### src/rtl/ntb_dec_pkg.sv
package ntb_dec_pkg;

  typedef enum logic [1:0] {
    SEL_MEM  = 2'd0,
    SEL_IO   = 2'd1,
    SEL_ROM  = 2'd2,
    SEL_NONE = 2'd3
  } bar_sel_e;

  // Ones in every bit at or above lg, zeros below.
  function automatic logic [31:0] upper_mask(input logic [5:0] lg);
    logic [31:0] m;
    for (int i = 0; i < 32; i++) begin
      m[i] = (6'(i) >= lg);
    end
    return m;
  endfunction

  // Raise a requested window exponent to the minimum.
  function automatic logic [5:0] clamp_log2(input logic [4:0] req, input logic [5:0] floor_lg);
    return ({1'b0, req} < floor_lg) ? floor_lg : {1'b0, req};
  endfunction

  // ROM setup code to window exponent; valid only when code_live holds.
  function automatic logic [5:0] rom_log2(input logic [3:0] code, input logic [5:0] base_lg);
    return base_lg + {2'b00, code};
  endfunction

  function automatic logic code_live(input logic [3:0] code, input logic [3:0] max_code);
    return (code != 4'd0) && (code <= max_code);
  endfunction

endpackage

### src/rtl/ntb_bar_reg.sv
module ntb_bar_reg #(
  parameter int AW = 32,
  parameter logic [AW-1:0] TYPE_BITS = '0,
  parameter bit HAS_EN = 1'b0
) (
  input  logic          clk,
  input  logic          rst_n,
  input  logic          wr,
  input  logic [AW-1:0] wdata,
  input  logic [AW-1:0] size_mask,
  output logic [AW-1:0] base,
  output logic          en,
  output logic [AW-1:0] rdata
);

  logic [AW-1:0] base_q;

  always_ff @(posedge clk) begin
    if (!rst_n) base_q <= '0;
    else if (wr) base_q <= wdata;
  end

  assign base = base_q & size_mask;

  generate
    if (HAS_EN) begin : g_en
      logic en_q;
      always_ff @(posedge clk) begin
        if (!rst_n) en_q <= 1'b0;
        else if (wr) en_q <= wdata[0];
      end
      assign en    = en_q;
      assign rdata = base | TYPE_BITS | {{(AW-1){1'b0}}, en_q};
    end else begin : g_noen
      assign en    = 1'b1;
      assign rdata = base | TYPE_BITS;
    end
  endgenerate

endmodule

### src/rtl/ntb_win_match.sv
module ntb_win_match #(
  parameter int AW = 32
) (
  input  logic          gate,
  input  logic [AW-1:0] addr,
  input  logic [AW-1:0] base,
  input  logic [AW-1:0] size_mask,
  output logic          hit,
  output logic [AW-1:0] off
);

  assign hit = gate && ((addr & size_mask) == (base & size_mask));
  assign off = addr & ~size_mask;

endmodule

### src/rtl/ntb_win_decode.sv
module ntb_win_decode
  import ntb_dec_pkg::*;
#(
  parameter int AW           = 32,
  parameter int REG_LOG2     = 12,
  parameter int IO_LOG2      = 8,
  parameter int ROM_MIN_LOG2 = 12,
  parameter int ROM_MAX_CODE = 13
) (
  input  logic          clk,
  input  logic          rst_n,
  input  logic          cfg_wr,
  input  logic [1:0]    cfg_sel,
  input  logic [31:0]   cfg_wdata,
  output logic [31:0]   cfg_rdata,
  input  logic [4:0]    fwd_log2,
  input  logic [3:0]    rom_code,
  input  logic          mem_en,
  input  logic          io_en,
  input  logic          req_valid,
  input  logic          req_is_io,
  input  logic [31:0]   req_addr,
  output logic          reg_hit,
  output logic          fwd_hit,
  output logic          rom_hit,
  output logic [31:0]   hit_off
);

  localparam logic [5:0]  REG_LG    = 6'(REG_LOG2);
  localparam logic [5:0]  IO_LG     = 6'(IO_LOG2);
  localparam logic [5:0]  ROM_BASE  = 6'(ROM_MIN_LOG2 - 1);
  localparam logic [3:0]  ROM_TOP   = 4'(ROM_MAX_CODE);
  localparam logic [31:0] REG_SPAN  = 32'(1) << REG_LOG2;
  localparam logic [31:0] MEM_TYPE  = 32'h0;
  localparam logic [31:0] IO_TYPE   = 32'h1;

  // Window geometry
  logic [5:0]  mem_lg, rom_lg;
  logic [31:0] mem_mask, io_mask, rom_mask;
  logic        rom_live;

  assign mem_lg   = clamp_log2(fwd_log2, REG_LG);
  assign rom_lg   = rom_log2(rom_code, ROM_BASE);
  assign rom_live = code_live(rom_code, ROM_TOP);
  assign mem_mask = upper_mask(mem_lg);
  assign io_mask  = upper_mask(IO_LG);
  assign rom_mask = rom_live ? upper_mask(rom_lg) : 32'h0;

  // BAR registers
  logic        wr_mem, wr_io, wr_rom;
  logic [31:0] mem_base, io_base, rom_base;
  logic [31:0] mem_rd, io_rd, rom_rd;
  logic        mem_en_unused, io_en_unused, rom_bar_en;

  assign wr_mem = cfg_wr && (bar_sel_e'(cfg_sel) == SEL_MEM);
  assign wr_io  = cfg_wr && (bar_sel_e'(cfg_sel) == SEL_IO);
  assign wr_rom = cfg_wr && (bar_sel_e'(cfg_sel) == SEL_ROM);

  ntb_bar_reg #(.AW(32), .TYPE_BITS(MEM_TYPE), .HAS_EN(1'b0)) u_mem_bar (
    .clk(clk), .rst_n(rst_n), .wr(wr_mem), .wdata(cfg_wdata), .size_mask(mem_mask),
    .base(mem_base), .en(mem_en_unused), .rdata(mem_rd)
  );

  ntb_bar_reg #(.AW(32), .TYPE_BITS(IO_TYPE), .HAS_EN(1'b0)) u_io_bar (
    .clk(clk), .rst_n(rst_n), .wr(wr_io), .wdata(cfg_wdata), .size_mask(io_mask),
    .base(io_base), .en(io_en_unused), .rdata(io_rd)
  );

  ntb_bar_reg #(.AW(32), .TYPE_BITS(32'h0), .HAS_EN(1'b1)) u_rom_bar (
    .clk(clk), .rst_n(rst_n), .wr(wr_rom), .wdata(cfg_wdata), .size_mask(rom_mask),
    .base(rom_base), .en(rom_bar_en), .rdata(rom_rd)
  );

  always_comb begin
    unique case (bar_sel_e'(cfg_sel))
      SEL_MEM: cfg_rdata = mem_rd;
      SEL_IO:  cfg_rdata = io_rd;
      SEL_ROM: cfg_rdata = rom_live ? rom_rd : 32'h0;
      default: cfg_rdata = 32'h0;
    endcase
  end

  // Window matches, brought out for the checker
  logic        dec_mem_win, dec_io_win, dec_rom_win;
  logic [31:0] mem_off, io_off, rom_off;
  logic        mem_gate, io_gate, rom_gate;

  assign mem_gate = req_valid && !req_is_io && mem_en;
  assign io_gate  = req_valid && req_is_io && io_en;
  assign rom_gate = mem_gate && rom_live && rom_bar_en;

  ntb_win_match #(.AW(32)) u_mem_match (
    .gate(mem_gate), .addr(req_addr), .base(mem_base), .size_mask(mem_mask),
    .hit(dec_mem_win), .off(mem_off)
  );

  ntb_win_match #(.AW(32)) u_io_match (
    .gate(io_gate), .addr(req_addr), .base(io_base), .size_mask(io_mask),
    .hit(dec_io_win), .off(io_off)
  );

  ntb_win_match #(.AW(32)) u_rom_match (
    .gate(rom_gate), .addr(req_addr), .base(rom_base), .size_mask(rom_mask),
    .hit(dec_rom_win), .off(rom_off)
  );

  // Outcome selection: memory BAR, then I/O, then ROM
  logic        nx_reg, nx_fwd, nx_rom;
  logic [31:0] nx_off;

  always_comb begin
    nx_reg = 1'b0;
    nx_fwd = 1'b0;
    nx_rom = 1'b0;
    nx_off = 32'h0;
    if (dec_mem_win) begin
      if (mem_off < REG_SPAN) nx_reg = 1'b1;
      else                    nx_fwd = 1'b1;
      nx_off = mem_off;
    end else if (dec_io_win) begin
      nx_reg = 1'b1;
      nx_off = io_off;
    end else if (dec_rom_win) begin
      nx_rom = 1'b1;
      nx_off = rom_off;
    end
  end

  always_ff @(posedge clk) begin
    if (!rst_n) begin
      reg_hit <= 1'b0;
      fwd_hit <= 1'b0;
      rom_hit <= 1'b0;
      hit_off <= 32'h0;
    end else begin
      reg_hit <= nx_reg;
      fwd_hit <= nx_fwd;
      rom_hit <= nx_rom;
      hit_off <= nx_off;
    end
  end

endmodule

### config.mk
export PLATFORM = sky130hd
export DESIGN_NAME = ntb_win_decode
export DESIGN_NICKNAME = d
export VERILOG_FILES = /design/src/rtl/ntb_dec_pkg.sv /design/src/rtl/ntb_bar_reg.sv /design/src/rtl/ntb_win_match.sv /design/src/rtl/ntb_win_decode.sv
export SDC_FILE = /design/constraint.sdc
export NUM_CORES = 1
export LEC_CHECK = 0
export BUFFER_PORTS_ARGS = -buffer_cell sky130_fd_sc_hd__buf_4
export CORE_ASPECT_RATIO = 0.9
export CORE_MARGIN = 2
export CORE_UTILIZATION = 39
export DETAILED_ROUTE_END_ITERATION = 10
export PLACE_DENSITY = 0.63
export SETUP_SLACK_MARGIN = 0.05
export SLEW_MARGIN = 25
export SYNTH_ARGS = -nofsm -noshare
export SYNTH_HDL_FRONTEND = slang
export SYNTH_SLANG_ARGS = --single-unit
### constraint.sdc
create_clock -name clk -period 8.4 [get_ports clk]
set_clock_uncertainty 0.05 [all_clocks]
set_input_delay 1.68 -clock clk [delete_from_list [all_inputs] [get_ports clk]]
set_output_delay 1.68 -clock clk [all_outputs]
set_load 0.01 [all_outputs]
==> impl_metrics.csv <==
group,metric,value,unit
status,status,"finished, final reports clean",
routing,final_antenna_net_count,0,
timing,slew_headroom,33.6,%
grt,grt_pass1_vias,5888,
die,num_rows,44,
cts,clock_sinks,108,
routing,drtPass1Iterations,6,
placed_design,io_buffers,142,
routing,wl_per_cell,20.3,um
final_layout,finalCoreUtilization,48.5,%
timing,drv_slew,0,
final_layout,diodes,0,
cts,cts_setup_buffers,0,
cts,clk_pin_slew_worst_paths,0.08,ns
grt,antenna_found_initial,0,
die,die_y,127,um
grt,grt_start_max_net_pins,77,
routing,via_count,6670,
die,initial_core_util,40.3,%
pwr,vdd_ir_drop_max,120,uV
timing,fin_crit_sh,74.4,%
yosys,synthArstFlopShare,0,%
yosys,yosys_most_used_dff,"dfxtp_1",
cts,cts_resized,0,
yosys,syn-instance-count,862,
yosys,ys_ff_latch,108,
routing,dr_wl_met2,10300,um
yosys,syn_area,6570,um^2
pwr,leakage,3.18,nW
min_path,hp-class,"flop to flop",
critical_path,critPathArrivalTime,4.52,ns
timing,setup_viol,0,
cts,cts_tree,"yes",
final_layout,final_cells,1170,
final_layout,fillers,1686,
placed_design,gp_congestion,0.990,
routing,vias_per_cell,5.70,
timing,hold_violations,0,
final_layout,fin_nets,1043,
timing,post-route-min-period,6.25,ns
grt,grt_pass1_wl,35800,um
critical_path,start_kind,"primary input",
timing,setup_tns,0,ns
grt,grt_usage,26.3,%
routing,wirelength,23800,um
yosys,ys_seq_area_share,32.9,%
timing,worst_slew_pin_slew,0.993,ns
pwr,powerDensity,149,nW/um^2
yosys,ys_top_cells_by_area,"dfxtp_1 33%, nand2_1 11%, a21boi_0 8.5%",
die,die_x,141,um
die,dieArea,17900,um^2
critical_path,cp-end-kind,"output port",
grt,grt-ovfl-total,0,
final_layout,multiInputGateArea,4000,um^2
cts,clk_latency,0.37,ns
critical_path,cpMostUsedCell,"buf_4",
final_layout,area.growth.synth_to_final,20.5,%
routing,route.detailed.drc,0,
placed_design,hpwlAfterDp,17700,um
cts,cts_buffers,9,
yosys,yosysTopAreaCellShare,32.9,%
cts,root_buffer,"clkbuf_16",
die,core,16300,um^2
yosys,ys_top_cells_by_count,"197 x nand2_1, 108 x dfxtp_1, 74 x a21boi_0",
yosys,avgSynthCellArea,7.62,um^2
die,io_pins,149,
yosys,ys_types,76,
cts,cts_buffer_depth,2,
timing,timing.fmax,160,MHz
job,drv_cap,0,
routing,wl_met3,2190,um
critical_path,slowest_delay,0.54,ns
critical_path,cpMaxStageDelayCell,"nor3_1",
critical_path,criticalPathCategory,"primary input to output port",
placed_design,dp_cells,1154,
final_layout,seqCellArea,2160,um^2
yosys,synthMostInstantiatedCell,"nand2_1",
cts,holdBufCountCts,0,
yosys,yosysTopAreaCell,"dfxtp_1",
critical_path,cp_max_fo,23,
routing,drt-met1-wl,10900,um
critical_path,path_cells,"buf_4 -> inv_1 -> ha_1 -> nor3_1 -> nor2_1 -> and4_1 -> o22ai_1 -> a31oi_1 -> o21ai_0 -> buf_4",
cts,htree_levels,3,
timing,rsz0062_at_grt,"false",
yosys,synth_edf_count,0,
final_layout,drive_gt1_share,19.3,%
yosys,ys_warn_count,0,
critical_path,cp.required,6.67,ns
routing,highest-signal-layer,"met4",
routing,drt_iter0_drc,768,
## routing by layer
metal,vias up,GRT usage (%)
met4,0,7.59
met3,32,4.80
met5,-,0
met2,332,39.2
met1,3151,38.7
li1,3155,-
## cell families after synthesis
| logic type | share of synthesized area [%] |
|---|---|
| AOI/OAI and AO/OA | 25.2 |
| DFF | 32.9 |
| muxes | 0.152 |
| other | 0.0571 |
| adders and majority gates | 0.572 |
| buffers and inverters | 6.46 |
| and+or+nand+nor | 25.4 |
| xor gates and xnor gates | 9.21 |
## critical path, delay by kind of cell
kind	cells	cell delay, ns
adders and majority gates	1	0.47
and+or+nand+nor	3	1.02
AOI/OAI and AO/OA	3	0.83
buffers and inverters	3	0.51
## report_power, final
group,switching [W],internal [W],total (W)
Sequential,0.0000121,0.000523,0.000535
Combinational,0.000137,0.0000843,0.000221
Clock,0.000211,0.000212,0.000423
Total,0.000360,0.000820,0.00118
## final timing paths
kind	from	to	slack [ns]	cells after the start
hold / removal	u_rom_bar.base_q[0]$_SDFFE_PN0P_	u_rom_bar.base_q[0]$_SDFFE_PN0P_	0.44	2
hold reg to reg	u_rom_bar.base_q[0]$_SDFFE_PN0P_	u_rom_bar.base_q[0]$_SDFFE_PN0P_	0.44	2
setup reg to reg	u_mem_bar.base_q[13]$_SDFFE_PN0P_	hit_off[21]$_SDFF_PN0_	5.41	8
setup / recovery	rom_code[0]	cfg_rdata[16]	2.15	10
## area by class of cell
class / instances / share of cell area, %
clock buffers: 10 / 3.02
clock inverters: 6 / 0.554
inverters: 23 / 1.09
multi-input cells: 667 / 50.6
flip-flops and latches: 108 / 27.3
well taps: 207 / 3.27
repair buffers: 149 / 14.1
## flip-flops by register name, summed over array words and instances, names as in the netlist
name              count
rom_hit               1
u_mem_bar.base_q     20
fwd_hit               1
hit_off              32
u_io_bar.base_q      24
u_rom_bar.base_q     29
reg_hit               1
## through the flow
stage | power [W] | instance area, um^2 | hold WS, ns | setup slack [ns]
after CTS | 0.00118 | 7900 | 0.437 | 2.31
after detailed placement | 0.000762 | 7620 | 0.426 | 2.32
after floorplan | 0.000668 | 6580 | 0.407 | 3.10
after global placement | 0.000763 | 7620 | 0.422 | 2.26
after global routing | 0.00122 | 7910 | 0.451 | 2.11
final | 0.00118 | 7910 | 0.439 | 2.15
## placed cells by master, fill, tap and decap left out, drive strengths merged, types with 4 or more instances in the layout
cell     Yosys  final
o32ai        4      4
o2111ai      4      4
a31oi       25     25
buf         17    149
xor2        44     44
conb         1      4
o31ai        5      5
nand4        8      8
nand3       11     11
nor2b        9      9
a22o         6      6
o22a         7      7
nor3        10     10
a21oi       10     10
nand2      199    199
inv         23     26
o22ai       15     15
nor4         7      7
dfxtp      108    108
nor2        47     47
and3         8      8
and2        28     28
o21ai       41     41
nand2b       7      7
clkbuf      50     10
xnor2       25     25
nor3b        4      4
a21boi      75     75
Power figures use the tool's default switching activity.
